<file path="src/rtl/exc_pkg.sv">
package exc_pkg;

    localparam int NCAUSE = 4;
    localparam int CODE_W = 3;

    // bit order is the priority order: lower index = earlier stage = wins
    typedef struct packed {
        logic dmem;
        logic ovf;
        logic undef;
        logic ifetch;
    } cause_t;

    typedef enum logic [CODE_W-1:0] {
        CODE_NONE   = 3'd0,
        CODE_IFETCH = 3'd1,
        CODE_UNDEF  = 3'd2,
        CODE_OVF    = 3'd3,
        CODE_DMEM   = 3'd4
    } code_e;

    function automatic cause_t cause_bit(input int idx);
        logic [NCAUSE-1:0] v;
        v = '0;
        v[idx] = 1'b1;
        return cause_t'(v);
    endfunction

    function automatic code_e pick_code(input cause_t c);
        if (c.ifetch)     return CODE_IFETCH;
        else if (c.undef) return CODE_UNDEF;
        else if (c.ovf)   return CODE_OVF;
        else if (c.dmem)  return CODE_DMEM;
        else              return CODE_NONE;
    endfunction

    function automatic logic any_cause(input cause_t c);
        return |c;
    endfunction

endpackage

</file>
<file path="src/rtl/exc_stage.sv">
module exc_stage
    import exc_pkg::*;
#(
    parameter int PC_W = 32,
    parameter int SLOT = 0
) (
    input  logic            clk,
    input  logic            rst,
    input  logic            flush,
    input  logic            in_valid,
    input  logic [PC_W-1:0] in_pc,
    input  cause_t          in_cause,
    input  logic            raise,
    output logic            valid,
    output logic [PC_W-1:0] pc,
    output cause_t          cause_live
);

    cause_t held;

    always_ff @(posedge clk) begin
        if (rst || flush) begin
            valid <= 1'b0;
            pc    <= '0;
            held  <= '0;
        end else begin
            valid <= in_valid;
            pc    <= in_valid ? in_pc : '0;
            held  <= in_valid ? in_cause : '0;
        end
    end

    always_comb begin
        cause_live = held;
        if (valid && raise) cause_live = cause_live | cause_bit(SLOT);
    end


    bubble_clean_chk: assert property (@(posedge clk) disable iff (rst)
        !valid |-> (held == '0 && cause_live == '0));


    advance_chk: assert property (@(posedge clk) disable iff (rst)
        (in_valid && !flush) |=> valid);

endmodule

</file>
<file path="src/rtl/exc_commit.sv">
module exc_commit
    import exc_pkg::*;
#(
    parameter int              PC_W       = 32,
    parameter logic [PC_W-1:0] HANDLER_PC = 'h80
) (
    input  logic              clk,
    input  logic              rst,
    input  logic              wb_valid,
    input  logic [PC_W-1:0]   wb_pc,
    input  cause_t            wb_cause,
    output logic              trap_req,
    output logic [CODE_W-1:0] trap_cause,
    output logic [PC_W-1:0]   trap_epc,
    output logic [PC_W-1:0]   redirect_pc,
    output logic              flush
);

    logic take;

    always_comb begin
        take        = wb_valid && any_cause(wb_cause);
        trap_req    = take;
        flush       = take;
        trap_cause  = take ? pick_code(wb_cause) : CODE_NONE;
        trap_epc    = take ? wb_pc : '0;
        redirect_pc = take ? HANDLER_PC : '0;
    end


    code_range_chk: assert property (@(posedge clk) disable iff (rst)
        trap_req |-> (trap_cause != 3'd0 && trap_cause <= 3'd4));

endmodule

</file>
<file path="src/rtl/exc_wgate.sv">
module exc_wgate
    import exc_pkg::*;
(
    input  logic   mem_valid,
    input  cause_t mem_cause,
    input  logic   wb_valid,
    input  cause_t wb_cause,
    output logic   mem_wr_allow,
    output logic   rf_wr_allow
);

    logic wb_bad;

    always_comb begin
        wb_bad       = wb_valid && any_cause(wb_cause);
        rf_wr_allow  = wb_valid && !any_cause(wb_cause);
        mem_wr_allow = mem_valid && !any_cause(mem_cause) && !wb_bad;
    end

endmodule

</file>
<file path="src/rtl/exc_tracker.sv">
module exc_tracker
    import exc_pkg::*;
#(
    parameter int              PC_W       = 32,
    parameter logic [PC_W-1:0] HANDLER_PC = 'h80
) (
    input  logic              clk,
    input  logic              rst,
    input  logic              if_valid,
    input  logic [PC_W-1:0]   if_pc,
    input  logic              if_fetch_fault,
    input  logic              id_undef_op,
    input  logic              ex_overflow,
    input  logic              mem_data_fault,
    output logic              trap_req,
    output logic [CODE_W-1:0] trap_cause,
    output logic [PC_W-1:0]   trap_epc,
    output logic [PC_W-1:0]   redirect_pc,
    output logic              flush,
    output logic              mem_wr_allow,
    output logic              rf_wr_allow,
    output logic [PC_W-1:0]   retire_pc
);

    localparam int NSTG = 4;       // decode, execute, memory, write-back
    localparam int WB   = NSTG;
    localparam int MEM  = NSTG - 1;

    logic            v     [0:NSTG];
    logic [PC_W-1:0] pc    [0:NSTG];
    cause_t          live  [0:NSTG];
    logic            raise [1:NSTG];

    assign v[0]     = if_valid;
    assign pc[0]    = if_pc;
    assign live[0]  = (if_valid && if_fetch_fault) ? cause_bit(0) : cause_t'('0);
    assign raise[1] = id_undef_op;
    assign raise[2] = ex_overflow;
    assign raise[3] = mem_data_fault;
    assign raise[4] = 1'b0;

    genvar k;
    generate
        for (k = 1; k <= NSTG; k++) begin : g_stage
            exc_stage #(
                .PC_W (PC_W),
                .SLOT ((k < NSTG) ? k : 0)
            ) u_stage (
                .clk        (clk),
                .rst        (rst),
                .flush      (flush),
                .in_valid   (v[k-1]),
                .in_pc      (pc[k-1]),
                .in_cause   (live[k-1]),
                .raise      (raise[k]),
                .valid      (v[k]),
                .pc         (pc[k]),
                .cause_live (live[k])
            );
        end
    endgenerate

    exc_commit #(
        .PC_W       (PC_W),
        .HANDLER_PC (HANDLER_PC)
    ) u_commit (
        .clk         (clk),
        .rst         (rst),
        .wb_valid    (v[WB]),
        .wb_pc       (pc[WB]),
        .wb_cause    (live[WB]),
        .trap_req    (trap_req),
        .trap_cause  (trap_cause),
        .trap_epc    (trap_epc),
        .redirect_pc (redirect_pc),
        .flush       (flush)
    );

    exc_wgate u_wgate (
        .mem_valid    (v[MEM]),
        .mem_cause    (live[MEM]),
        .wb_valid     (v[WB]),
        .wb_cause     (live[WB]),
        .mem_wr_allow (mem_wr_allow),
        .rf_wr_allow  (rf_wr_allow)
    );

    assign retire_pc = pc[WB];


    flush_empty_chk: assert property (@(posedge clk) disable iff (rst)
        flush |=> (!v[1] && !v[2] && !v[3] && !v[4]));


    no_back_to_back_chk: assert property (@(posedge clk) disable iff (rst)
        trap_req |=> !trap_req);


    rf_vs_trap_chk: assert property (@(posedge clk) disable iff (rst)
        rf_wr_allow |-> !trap_req);


    mem_vs_trap_chk: assert property (@(posedge clk) disable iff (rst)
        trap_req |-> !mem_wr_allow);

endmodule

</file>
<file path="config.mk">
export PLATFORM = sky130hd
export DESIGN_NAME = exc_tracker
export DESIGN_NICKNAME = d
export VERILOG_FILES = /design/src/rtl/exc_pkg.sv /design/src/rtl/exc_stage.sv /design/src/rtl/exc_commit.sv /design/src/rtl/exc_wgate.sv /design/src/rtl/exc_tracker.sv
export SDC_FILE = /design/constraint.sdc
export NUM_CORES = 1
export LEC_CHECK = 0
export BUFFER_PORTS_ARGS = -buffer_cell sky130_fd_sc_hd__buf_4
export CAP_MARGIN = 30
export CELL_PAD_IN_SITES_DETAIL_PLACEMENT = 0
export CELL_PAD_IN_SITES_GLOBAL_PLACEMENT = 1
export CORE_MARGIN = 3
export CORE_UTILIZATION = 45
export CTS_CLUSTER_SIZE = 25
export DETAILED_ROUTE_END_ITERATION = 7
export GPL_TIMING_DRIVEN = 0
export PLACE_DENSITY = 0.83
export SLEW_MARGIN = 15
export SYNTH_ARGS = -nofsm -noshare
export SYNTH_HDL_FRONTEND = slang
export SYNTH_HIERARCHICAL = 1
export SYNTH_SLANG_ARGS = --single-unit
export TNS_END_PERCENT = 20
</file>
<file path="constraint.sdc">
create_clock -name clk -period 5.4 [get_ports clk]
set_input_delay 0.54 -clock clk [delete_from_list [all_inputs] [get_ports clk]]
set_output_delay 0.54 -clock clk [all_outputs]
set_load 0.03 [all_outputs]
</file>
==> metrics.json, run 1 <==
{
  "worst_r2r_endpoint": "g_stage[4].u_stage/pc[23]",
  "post_cts_setup_buffer_count": 0,
  "timing.max_slew.rel_slack_pct": 53.3,
  "layout_worst_path_cycle_share_pct": 55.9,
  "wire_length_of_the_first_global_routing_pass_mm": 15.8,
  "ys_ff_latch": 148,
  "min-delay-start": "if_pc[11]",
  "crit_arrival_ps": 2480,
  "final.setup_skew_ps": 8.21,
  "areaGrowthSynthToFinish_pct": 30.4,
  "ys.warnings.count": 6,
  "timing.critical_path.required_ps": 4860,
  "antenna_violating_nets_post_route": 0,
  "grtUsageTotal_pct": 15.1,
  "gp_congestion": 0.759,
  "final_layout_worst_hold_slack_ps": 409,
  "route.detailed.wl_per_inst_um": 13.5,
  "route.detailed.drc": 0,
  "critPathMaxFanout": 43,
  "via_count_of_the_first_global_routing_pass": 3269,
  "hold-path-endpoint": "g_stage[1].u_stage/pc[11]",
  "yosys.area.top_type": "sky130_fd_sc_hd__dfxtp_1",
  "cap_viol_max_count": 0,
  "die_area_mm2": 0.0135,
  "post_dp_cell_area_mm2": 0.00661,
  "yosysUniqueCellTypes": 24,
  "hold_path.class": "in2reg",
  "worst_slew_pin_slew_ps": 700,
  "cts_resizes": 0,
  "clockRootBuffer": "sky130_fd_sc_hd__clkbuf_16",
  "pin_count": 142,
  "endpoint_kind": "output pin",
  "stdcell_area_mm2": 0.00714,
  "result_of_the_run": "finished clean",
  "grt.overflow.total": 0,
  "detail_route.first_pass.iterations": 4,
  "wire_length_after_detailed_routing_mm": 10.2,
  "die_width_um": 116,
  "synth_enable_flop_cells": 0,
  "setup_repair_after_global_routing_missed_its_margin": "no",
  "p_leak_uw": 0.00314,
  "achievable-frequency_mhz": 331,
  "post-dp-hpwl_mm": 7.60,
  "rows": 39,
  "std_cell_core_area_mm2": 0.0117,
  "finalNetCount": 635,
  "post_synth_inst_count": 434,
  "final_hold_viol_count": 0,
  "antenna_found_initial": 0,
  "synth-main-ff-cell": "sky130_fd_sc_hd__dfxtp_1",
  "synthMostInstantiatedCell": "sky130_fd_sc_hd__dfxtp_1",
  "synth_top_area_share_pct": 54.1,
  "total_power_uw": 2280,
  "placed_cells": 720,
  "ys_async_sr_fraction_pct": 0,
  "cts-hold-fix-buffers": 0,
  "finalNonFillerCells": 752,
  "htree_levels": 4,
  "register_to_register_setup_slack_ps": 2880,
  "cts_buffer_depth": 2,
  "clkSinkCount": 148,
  "whs_path_depth": 2,
  "synth_commonest_cells": "sky130_fd_sc_hd__dfxtp_1, sky130_fd_sc_hd__nor4bb_1, sky130_fd_sc_hd__buf_4",
  "buffers_added_on_ports": 110,
  "regToRegStartpoint": "g_stage[4].u_stage/held[0]",
  "initial_core_utilization_pct": 47.0,
  "number_of_cells_on_the_worst_reg_to_reg_path": 6,
  "cts.clk_slew.worst_paths_ps": 50,
  "antennaDiodeCount": 0,
  "clkLatencyLatePin_ps": 410,
  "via_count": 3562,
  "share_of_synthesized_area_occupied_by_flip_flops_and_latches_pct": 54.1,
  "critical_path_class": "reg2out",
  "cts_made_buffers": 17,
  "cts_tree": "built",
  "setup_tns_final_ps": 0,
  "timing.final.max_slew_violations": 0,
  "setup-violations-final": 0,
  "route.detailed.vias_per_inst": 4.74,
  "grt_start_max_net_pins": 44,
  "syn-cell-area_mm2": 0.00548,
  "post_route_cells_drive_above_1_share_pct": 41.4,
  "detailedRoute.firstIterationViolations": 72,
  "avgSynthCellArea_um2": 12.6,
  "synth_top_cells_by_area": "sky130_fd_sc_hd__dfxtp_1, sky130_fd_sc_hd__nor4bb_1, sky130_fd_sc_hd__buf_4",
  "final_period_minus_worst_setup_slack_ps": 3020,
  "power.density_cell_area_mw_per_mm2": 319,
  "die_y_um": 116,
  "ir_worst_vdd_uv": 186,
  "crit_path_start_kind": "register"
}
==> metal layers <==
metal / vias to the layer above / part of all wire, % / track usage [%] / routed length [um]
met2: 120 / 47 / 25.7 / 4780
met3: 17 / 6.4 / 3.83 / 649
met5: - / 0 / 0 / 0
met1: 1564 / 45 / 17.5 / 4560
met4: 0 / 1.9 / 7.66 / 194
li1: 1861 / - / - / -
==> power by group <==
part,leakage [uW],switching (uW),internal (uW)
registers,0.00120,5.76,1110
logic,0.00168,66.8,65.9
clock network,0.000257,378,656
==> final cells by class <==
type	count	area [um^2]
clock inverter	4	47.5
tap	143	179
clock buffer	28	487
timing repair buffer	110	826
multi-input combinational	231	2080
sequential	148	2960
fill	963	4520
inverter	1	3.75
buffer	87	558
==> flip-flops by register name, indices dropped and copies added, names as in the netlist <==
| register | cells |
|---|---|
| g_stage.u_stage/pc | 128 |
| g_stage.u_stage/held | 16 |
| g_stage.u_stage/valid | 4 |
==> worst max-delay path: stages, from the launching register on <==
cell	delay [ps]
sky130_fd_sc_hd__dfxtp_1	300
sky130_fd_sc_hd__a21o_1	190
sky130_fd_sc_hd__or4_4	600
sky130_fd_sc_hd__buf_6	170
sky130_fd_sc_hd__and2_2	420
sky130_fd_sc_hd__buf_4	240
sky130_fd_sc_hd__buf_4	160
==> stage by stage <==
stage | utilization (%) | worst slack [ps]
after floorplan | - | 2890
after global placement | 56.6 | 2460
after detailed placement | 56.6 | 2780
after CTS | 61.2 | 2330
after global routing | 61.2 | 2250
final | 61.2 | 2380
==> worst max path at each step <==
stage / from / endpoint / cells past startpoint
6_report: g_stage[4].u_stage/held[0] / trap_req / 6
3_5_place_dp: g_stage[4].u_stage/held[0] / trap_req / 6
3_3_place_gp: g_stage[4].u_stage/valid / redirect_pc[7] / 4
4_1_cts: g_stage[4].u_stage/held[0] / trap_req / 6
5_1_grt: g_stage[4].u_stage/held[0] / trap_req / 6
2_1_floorplan: g_stage[4].u_stage/held[0] / redirect_pc[7] / 5
==> kinds of logic (layout without fill, tap and decap cells) <==
| kind of cell | Yosys count | count (layout) | synth area share [%] |
|---|---|---|---|
| buffers and inverters | 88 | 230 | 10.3 |
| AO/OA/AOI/OAI | 6 | 6 | 0.914 |
| AND/OR/NAND/NOR | 190 | 190 | 34.6 |
| other | 2 | 35 | 0.137 |
| flip-flops | 148 | 148 | 54.1 |
==> layout by cell type (no fill, tap or decap), types with 2 or more instances in the layout <==
cell / instances
sky130_fd_sc_hd__nor4bb_1: 104
sky130_fd_sc_hd__a21o_1: 4
sky130_fd_sc_hd__buf_4: 159
sky130_fd_sc_hd__clkbuf_16: 17
sky130_fd_sc_hd__nor2_1: 2
sky130_fd_sc_hd__nor3b_1: 5
sky130_fd_sc_hd__clkbuf_8: 2
sky130_fd_sc_hd__and3_2: 3
sky130_fd_sc_hd__clkbuf_2: 8
sky130_fd_sc_hd__nor4bb_2: 12
sky130_fd_sc_hd__buf_2: 12
sky130_fd_sc_hd__and4bb_2: 28
sky130_fd_sc_hd__dfxtp_1: 148
sky130_fd_sc_hd__buf_6: 3
sky130_fd_sc_hd__and3_1: 29
sky130_fd_sc_hd__clkinv_2: 2
sky130_fd_sc_hd__conb_1: 35
sky130_fd_sc_hd__clkbuf_1: 24
(Power assumes the default switching activity.)
==> inputs of run 2 (changes only) <==
ABC_AREA = 1   (was default)
CORE_UTILIZATION = 37   (was 45)
PLACE_DENSITY = 0.76   (was 0.83)
clock period = 2.9 ns   (was 5.4 ns; I/O delays follow)
==> metrics.json, run 2 <==
{
  "result_of_the_run": "finished clean",
  "cpMaxStageDelayCell": "sky130_fd_sc_hd__dfxtp_1",
  "setup-violations-final": {"value": 0, "change": "unchanged"},
  "min-delay-start": "if_pc[9]",
  "cts_buffer_depth": {"value": 2, "change": "unchanged"},
  "regToRegStartpoint": "g_stage[4].u_stage/held[0]",
  "initial_core_utilization": {"value": 38.1, "unit": "%", "change": "-8.9 points"},
  "grt_start_max_net_pins": {"value": 17, "change": "-61%"},
  "die_width": {"value": 123, "unit": "um", "change": "+5.9%"},
  "setup_repair_after_global_routing_missed_its_margin": "no",
  "clockRootBuffer": "sky130_fd_sc_hd__clkbuf_16",
  "power.density_cell_area": {"value": 663, "unit": "mW/mm^2", "change": "+110%"},
  "final_hold_viol_count": {"value": 0, "change": "unchanged"},
  "yosysUniqueCellTypes": {"value": 14, "change": "-42%"},
  "synth_top_area_share": {"value": 58.3, "unit": "%", "change": "+4.2 points"},
  "route.detailed.drc": {"value": 0, "change": "unchanged"},
  "via_count_of_the_first_global_routing_pass": {"value": 3040, "change": "-7.0%"},
  "hold-path-endpoint": "g_stage[1].u_stage/pc[9]",
  "die_area": {"value": 0.0152, "unit": "mm^2", "change": "+12%"},
  "grtUsageTotal": {"value": 11.4, "unit": "%", "change": "-3.6 points"},
  "htree_levels": {"value": 4, "change": "unchanged"},
  "areaGrowthSynthToFinish_pct": 35.5,
  "gp_congestion": {"value": 0.694, "change": "-8.5%"},
  "synth_top_cells_by_area": "sky130_fd_sc_hd__dfxtp_1, sky130_fd_sc_hd__inv_1, sky130_fd_sc_hd__nor2_1",
  "wire_length_of_the_first_global_routing_pass": {"value": 13.0, "unit": "mm", "change": "-18%"},
  "layout.cells.most_common_list": "sky130_fd_sc_hd__inv_1, sky130_fd_sc_hd__nor2_1, sky130_fd_sc_hd__buf_4, sky130_fd_sc_hd__dfxtp_1, sky130_fd_sc_hd__conb_1",
  "layout_worst_path_cycle_share_pct": 74.2,
  "detail_route.first_pass.iterations": {"value": 4, "change": "unchanged"},
  "timing.final.max_slew_violations": {"value": 0, "change": "unchanged"},
  "whs_path_depth": {"value": 3, "change": "+1"},
  "antennaDiodeCount": {"value": 0, "change": "unchanged"},
  "worst_r2r_endpoint": "g_stage[3].u_stage/pc[21]",
  "timing.critical_path.required": {"value": 2610, "unit": "ps", "change": "-2250 ps"},
  "layout_top_registers": "g_stage.u_stage/pc x128, g_stage.u_stage/held x16, g_stage.u_stage/valid x4",
  "path_delay_family": "buffers and inverters",
  "final_period_minus_worst_setup_slack_ps": 2150,
  "share_of_synthesized_area_occupied_by_flip_flops_and_latches": {"value": 58.3, "unit": "%", "change": "+4.2 points"},
  "die_y": {"value": 123, "unit": "um", "change": "+5.9%"},
  "critPathMaxFanout": {"value": 10, "change": "-77%"},
  "path_buf_inv": {"value": 4, "change": "+1"},
  "cap_viol_max_count": {"value": 0, "change": "unchanged"},
  "cts-hold-fix-buffers": {"value": 0, "change": "unchanged"},
  "ys.warnings.count": {"value": 6, "change": "unchanged"},
  "pin_count": {"value": 142, "change": "unchanged"},
  "worst_path_largest_cell_delay": {"value": 290, "unit": "ps", "change": "-310 ps"},
  "synth_commonest_cells": "sky130_fd_sc_hd__inv_1, sky130_fd_sc_hd__nor2_1, sky130_fd_sc_hd__dfxtp_1",
  "register_to_register_setup_slack": {"value": 1100, "unit": "ps", "change": "-1780 ps"},
  "rows": {"value": 42, "change": "+7.7%"},
  "post_cts_setup_buffer_count": {"value": 0, "change": "unchanged"},
  "ys_async_sr_fraction": {"value": 0, "unit": "%", "change": "unchanged"},
  "synth-main-ff-cell": "sky130_fd_sc_hd__dfxtp_1",
  "number_of_cells_on_the_worst_reg_to_reg_path": {"value": 10, "change": "+4"},
  "cts_made_buffers": {"value": 17, "change": "unchanged"},
  "p_leak": {"value": 0.00314, "unit": "uW", "change": "about the same"},
  "layout_commonest_cell": "sky130_fd_sc_hd__inv_1",
  "post_route_cells_drive_above_1_share": {"value": 29.5, "unit": "%", "change": "-12 points"},
  "synthMostInstantiatedCell": "sky130_fd_sc_hd__inv_1",
  "via_count": {"value": 3381, "change": "-5.1%"},
  "finalCoreUtilization": {"value": 51.6, "unit": "%", "change": "-9.6 points"},
  "post_synth_inst_count": {"value": 606, "change": "+40%"},
  "cts_tree": "built",
  "buffers_added_on_ports": {"value": 110, "change": "unchanged"},
  "timing.critical_path.mode_cell": "sky130_fd_sc_hd__buf_4",
  "post-dp-hpwl": {"value": 6.21, "unit": "mm", "change": "-18%"},
  "largest_register_ff_count": {"value": 128, "change": "unchanged"},
  "wire_length_after_detailed_routing": {"value": 8.18, "unit": "mm", "change": "-20%"},
  "clkSinkCount": {"value": 148, "change": "unchanged"},
  "crit_arrival": {"value": 1860, "unit": "ps", "change": "-620 ps"},
  "total_power": {"value": 4570, "unit": "uW", "change": "+100%"},
  "syn-cell-area": {"value": 0.00508, "unit": "mm^2", "change": "-7.2%"},
  "synth_enable_flop_cells": {"value": 0, "change": "unchanged"},
  "ys_ff_latch": {"value": 148, "change": "unchanged"},
  "route.detailed.wl_per_inst": {"value": 8.56, "unit": "um", "change": "-37%"},
  "hold_path.class": "in2reg",
  "route.detailed.vias_per_inst": {"value": 3.54, "change": "-25%"},
  "ir_worst_vdd": {"value": 352, "unit": "uV", "change": "+89%"},
  "grt.overflow.total": {"value": 0, "change": "unchanged"},
  "antenna_violating_nets_post_route": {"value": 0, "change": "unchanged"},
  "registers.top_by_ff_count": "g_stage.u_stage/pc",
  "final.setup_skew": {"value": 5.43, "unit": "ps", "change": "-2.78 ps"},
  "finalNetCount": {"value": 807, "change": "+27%"},
  "crit_path_start_kind": "register",
  "avgSynthCellArea": {"value": 8.39, "unit": "um^2", "change": "-34%"},
  "achievable-frequency_mhz": 464,
  "antenna_found_initial": {"value": 0, "change": "unchanged"},
  "endpoint_kind": "output pin",
  "critical_path_class": "reg2out",
  "cp_cell_sequence": "a21o_1 -> nor2_1 -> nand2_2 -> nand2_4 -> buf_6 -> inv_1 -> buf_4 -> buf_4",
  "detailedRoute.firstIterationViolations": {"value": 110, "change": "+53%"},
  "std_cell_core_area": {"value": 0.0133, "unit": "mm^2", "change": "+14%"},
  "cts.clk_slew.worst_paths": {"value": 50, "unit": "ps", "change": "about the same"},
  "setup_tns_final": {"value": 0, "unit": "ps", "change": "unchanged"},
  "yosys.area.top_type": "sky130_fd_sc_hd__dfxtp_1",
  "clkLatencyLatePin": {"value": 410, "unit": "ps", "change": "about the same"},
  "cts_resizes": {"value": 0, "change": "unchanged"}
}
==> run 2: cell count changes after synthesis, moves of 6 or more <==
cell,delta
sky130_fd_sc_hd__and3_1,-29
sky130_fd_sc_hd__and4bb_2,-28
sky130_fd_sc_hd__buf_2,-12
sky130_fd_sc_hd__buf_6,+12
sky130_fd_sc_hd__clkbuf_1,-15
sky130_fd_sc_hd__clkbuf_2,-8
sky130_fd_sc_hd__inv_1,+187
sky130_fd_sc_hd__nand2_1,+6
sky130_fd_sc_hd__nor2_1,+163
sky130_fd_sc_hd__nor2_2,+24
sky130_fd_sc_hd__nor4bb_1,-104
sky130_fd_sc_hd__nor4bb_2,-12
==> run 2: cell type report <==
class                      instances  area [um^2]
fill                            1269         6460
sequential                       148         2960
multi-input combinational        243         1030
timing repair buffer             110          826
inverter                         188          706
buffer                            60          507
clock buffer                      22          484
tap                              176          220
clock inverter                     9          150
==> run 2: through the flow <==
step                worst slack (ps)  cells  hold slack, ps  area, um^2
floorplan                       1240    639             394        5210
global placement                1120    925             395        6250
detailed placement              1080    925             397        6250
CTS                              691    956            62.5        6890
global route                     618    956            79.3        6890
finish                           747    956            89.5        6890
==> run 2: metal layers <==
layer  vias up  global-route usage, %  wire (um)
li1       1880                      -          -
met1      1401                   11.6       3290
met2        82                   20.0       4200
met3        18                   4.48        491
met4         0                   6.44        199
met5         -                      0          0
==> run 2: cells by family after synthesis <==
family,after synthesis,share of synthesized area (%)
buffers and inverters,248,23.8
AND/OR/NAND/NOR,203,17.0
flip-flops,148,58.3
AO/OA/AOI/OAI,5,0.689
other,2,0.148
==> run 2: tightest hold or removal path: cells and delay by family <==
kind          cells  cell delay [ps]
simple gates      1               70
buf+inv           2              100
==> run 2: how the worst max path moves through the flow <==
stage	cells past startpoint	slack [ps]	to	from
2_1_floorplan	10	1240	g_stage[2].u_stage/pc[1]	g_stage[4].u_stage/held[0]
5_1_grt	8	620	trap_req	g_stage[4].u_stage/held[0]
3_5_place_dp	10	1080	g_stage[3].u_stage/pc[21]	g_stage[4].u_stage/held[0]
6_report	8	750	trap_req	g_stage[4].u_stage/held[0]
3_3_place_gp	10	1120	g_stage[3].u_stage/pc[21]	g_stage[4].u_stage/held[0]
4_1_cts	8	690	trap_req	g_stage[4].u_stage/held[0]
==> run 2: power breakdown <==
group / switching [uW] / total [uW] / internal, uW
Sequential: 7.80 / 2070 / 2060
Clock: 768 / 2290 / 1520
Combinational: 116 / 208 / 91.8
==> inputs of run 3 (changes only) <==
CORE_UTILIZATION = 34   (was 37)
PLACE_DENSITY = 0.73   (was 0.76)
clock period = 1.73 ns   (was 2.9 ns; I/O delays follow)
==> metrics.json, run 3 (same netlist as run 2, synthesis figures left out) <==
{
  "result_of_the_run": "finished, violations left",
  "violations": "negative setup slack",
  "setup_repair_after_global_routing_missed_its_margin": "yes",
  "clkSinkCount": {"value": 148, "change": "unchanged"},
  "endpoint_kind": "output pin",
  "wire_length_after_detailed_routing": {"value": 9.46, "unit": "mm", "change": "+16%"},
  "min-delay-start": "id_undef_op",
  "layout_worst_path_cycle_share_pct": 103,
  "achievable-frequency_mhz": 560,
  "critPathMaxFanout": {"value": 4, "change": "-6"},
  "hold-path-endpoint": "g_stage[2].u_stage/held[1]",
  "register_to_register_setup_slack": {"value": 30, "unit": "ps", "change": "-1070 ps"},
  "cts_tree": "built",
  "finalNonFillerCells": {"value": 1013, "change": "+6.0%"},
  "hold_path.class": "in2reg",
  "antennaDiodeCount": {"value": 0, "change": "unchanged"},
  "cts_buffer_depth": {"value": 2, "change": "unchanged"},
  "antenna_found_initial": {"value": 0, "change": "unchanged"},
  "regToRegStartpoint": "g_stage[4].u_stage/held[0]",
  "stdcell_area": {"value": 0.00755, "unit": "mm^2", "change": "+9.6%"},
  "die_y": {"value": 128, "unit": "um", "change": "+4.1%"},
  "placement.setup.worst_slack": {"value": -98.3, "unit": "ps", "change": "-1180 ps"},
  "timing.critical_path.required": {"value": 1560, "unit": "ps", "change": "-1050 ps"},
  "route.detailed.drc": {"value": 0, "change": "unchanged"},
  "whs_path_depth": {"value": 4, "change": "+1"},
  "crit_path_start_kind": "register",
  "cts_made_buffers": {"value": 17, "change": "unchanged"},
  "power.density_cell_area": {"value": 968, "unit": "mW/mm^2", "change": "+46%"},
  "grtUsageTotal": {"value": 11.6, "unit": "%", "change": "+0.12 points"},
  "post_route_cells_drive_above_1_share": {"value": 34.5, "unit": "%", "change": "+5.0 points"},
  "layout.cells.most_common_list": "sky130_fd_sc_hd__inv_1, sky130_fd_sc_hd__buf_4, sky130_fd_sc_hd__dfxtp_1, sky130_fd_sc_hd__nor2_1, sky130_fd_sc_hd__nor2_2",
  "finalWorstSetupSlack": {"value": -56.1, "unit": "ps", "change": "-803 ps"},
  "worst_r2r_endpoint": "g_stage[4].u_stage/pc[5]",
  "route.detailed.vias_per_inst": {"value": 3.58, "change": "+1.1%"},
  "rows": {"value": 44, "change": "+4.8%"},
  "layout_top_registers": "g_stage.u_stage/pc x128, g_stage.u_stage/held x16, g_stage.u_stage/valid x4",
  "registers.top_by_ff_count": "g_stage.u_stage/pc",
  "critical_path_class": "reg2out",
  "cts.clk_slew.worst_paths": {"value": 50, "unit": "ps", "change": "about the same"},
  "cap_viol_max_count": {"value": 0, "change": "unchanged"},
  "clkLatencyLatePin": {"value": 410, "unit": "ps", "change": "about the same"},
  "layout_commonest_cell": "sky130_fd_sc_hd__inv_1",
  "wire_length_of_the_first_global_routing_pass": {"value": 14.9, "unit": "mm", "change": "+15%"},
  "grt_start_max_net_pins": {"value": 17, "change": "unchanged"},
  "via_count_of_the_first_global_routing_pass": {"value": 3322, "change": "+9.3%"},
  "finalNetCount": {"value": 857, "change": "+6.2%"},
  "final_period_minus_worst_setup_slack_ps": 1790,
  "detailedRoute.firstIterationViolations": {"value": 84, "change": "-24%"},
  "die_area": {"value": 0.0165, "unit": "mm^2", "change": "+8.4%"},
  "pin_count": {"value": 142, "change": "unchanged"},
  "finalCoreUtilization": {"value": 51.8, "unit": "%", "change": "+0.16 points"},
  "std_cell_core_area": {"value": 0.0146, "unit": "mm^2", "change": "+9.3%"},
  "timing.final.max_slew_violations": {"value": 0, "change": "unchanged"},
  "post_dp_cell_area": {"value": 0.00626, "unit": "mm^2", "change": "+0.16%"},
  "clockRootBuffer": "sky130_fd_sc_hd__clkbuf_16",
  "number_of_cells_on_the_worst_reg_to_reg_path": {"value": 11, "change": "+1"},
  "initial_core_utilization": {"value": 34.8, "unit": "%", "change": "-3.2 points"},
  "worst_setup_path_startpoint": "g_stage[4].u_stage/held[0]",
  "final_hold_viol_count": {"value": 0, "change": "unchanged"},
  "largest_register_ff_count": {"value": 128, "change": "unchanged"},
  "crit_arrival": {"value": 1610, "unit": "ps", "change": "-250 ps"},
  "route.detailed.wl_per_inst": {"value": 9.34, "unit": "um", "change": "+9.1%"},
  "areaGrowthSynthToFinish_pct": 48.5,
  "placed_cells": {"value": 933, "change": "+0.86%"},
  "post-dp-hpwl": {"value": 6.35, "unit": "mm", "change": "+2.2%"},
  "buffers_added_on_ports": {"value": 110, "change": "unchanged"},
  "via_count": {"value": 3623, "change": "+7.2%"},
  "antenna_violating_nets_post_route": {"value": 0, "change": "unchanged"},
  "setup-violations-final": {"value": 27, "change": "+27"},
  "ir_worst_vdd": {"value": 587, "unit": "uV", "change": "+67%"},
  "die_width": {"value": 128, "unit": "um", "change": "+4.1%"},
  "gp_congestion": {"value": 0.712, "change": "+2.5%"},
  "grt.overflow.total": {"value": 0, "change": "unchanged"},
  "p_leak": {"value": 0.00335, "unit": "uW", "change": "+6.7%"},
  "detail_route.first_pass.iterations": {"value": 4, "change": "unchanged"},
  "htree_levels": {"value": 4, "change": "unchanged"},
  "final.setup_skew": {"value": 9.39, "unit": "ps", "change": "+3.96 ps"}
}
[run 3: repair_timing]
item	4_1_cts	5_1_grt
hold endpoints to repair	32	0
resized for setup	8	57
cloned	0	4
setup buffers	10	5
setup endpoints to repair	152	161
hold buffers	32	0
pin swaps	2	5
[run 3: worst max-delay path, stage by stage, from the launching register on]
cell	delay, ps
sky130_fd_sc_hd__dfxtp_1	290
sky130_fd_sc_hd__a21o_1	160
sky130_fd_sc_hd__nor2_1	110
sky130_fd_sc_hd__nand2_2	80
sky130_fd_sc_hd__nand2_4	80
sky130_fd_sc_hd__buf_12	120
sky130_fd_sc_hd__clkinvlp_4	100
sky130_fd_sc_hd__buf_4	140
sky130_fd_sc_hd__buf_6	130
[run 3: final cells by class]
type	count	area, um^2
Fill cell	1343	7040
Sequential cell	148	2960
Timing Repair Buffer	160	1360
Multi-Input combinational cell	244	1200
Inverter	188	709
Buffer	59	523
Clock buffer	21	480
Tap cell	184	230
Clock inverter	9	80.1
[run 3: how the worst max path moves through the flow]
stage	end
3_5_place_dp	g_stage[4].u_stage/pc[3]
5_1_grt	redirect_pc[7]
6_report	redirect_pc[7]
3_3_place_gp	g_stage[4].u_stage/pc[3]
2_1_floorplan	g_stage[2].u_stage/pc[1]
4_1_cts	trap_epc[7]
[run 3: per-stage QoR]
stage / total power, uW / hold WS, ps / TNS [ps]
2_1_floorplan: 3800 / 285 / 0
6_report: 7310 / 107 / -628
3_3_place_gp: 3890 / 389 / -4220
4_1_cts: 7350 / 87.0 / -1620
5_1_grt: 7590 / 130 / -9820
3_5_place_dp: 3890 / 393 / -6600
[run 3: where the power goes]
part           internal [uW]  total (uW)  switching [uW]
Sequential              3460        3470            14.7
Combinational            232         465             233
Clock                   2100        3370            1270
Total                   5790        7310            1520
[run 3: per-layer routing]
metal / part of all wire, % / global-route usage, %
met1: 39 / 12.2
met2: 55 / 21.0
met3: 4.6 / 3.54
met4: 1.5 / 5.24
met5: 0 / 0
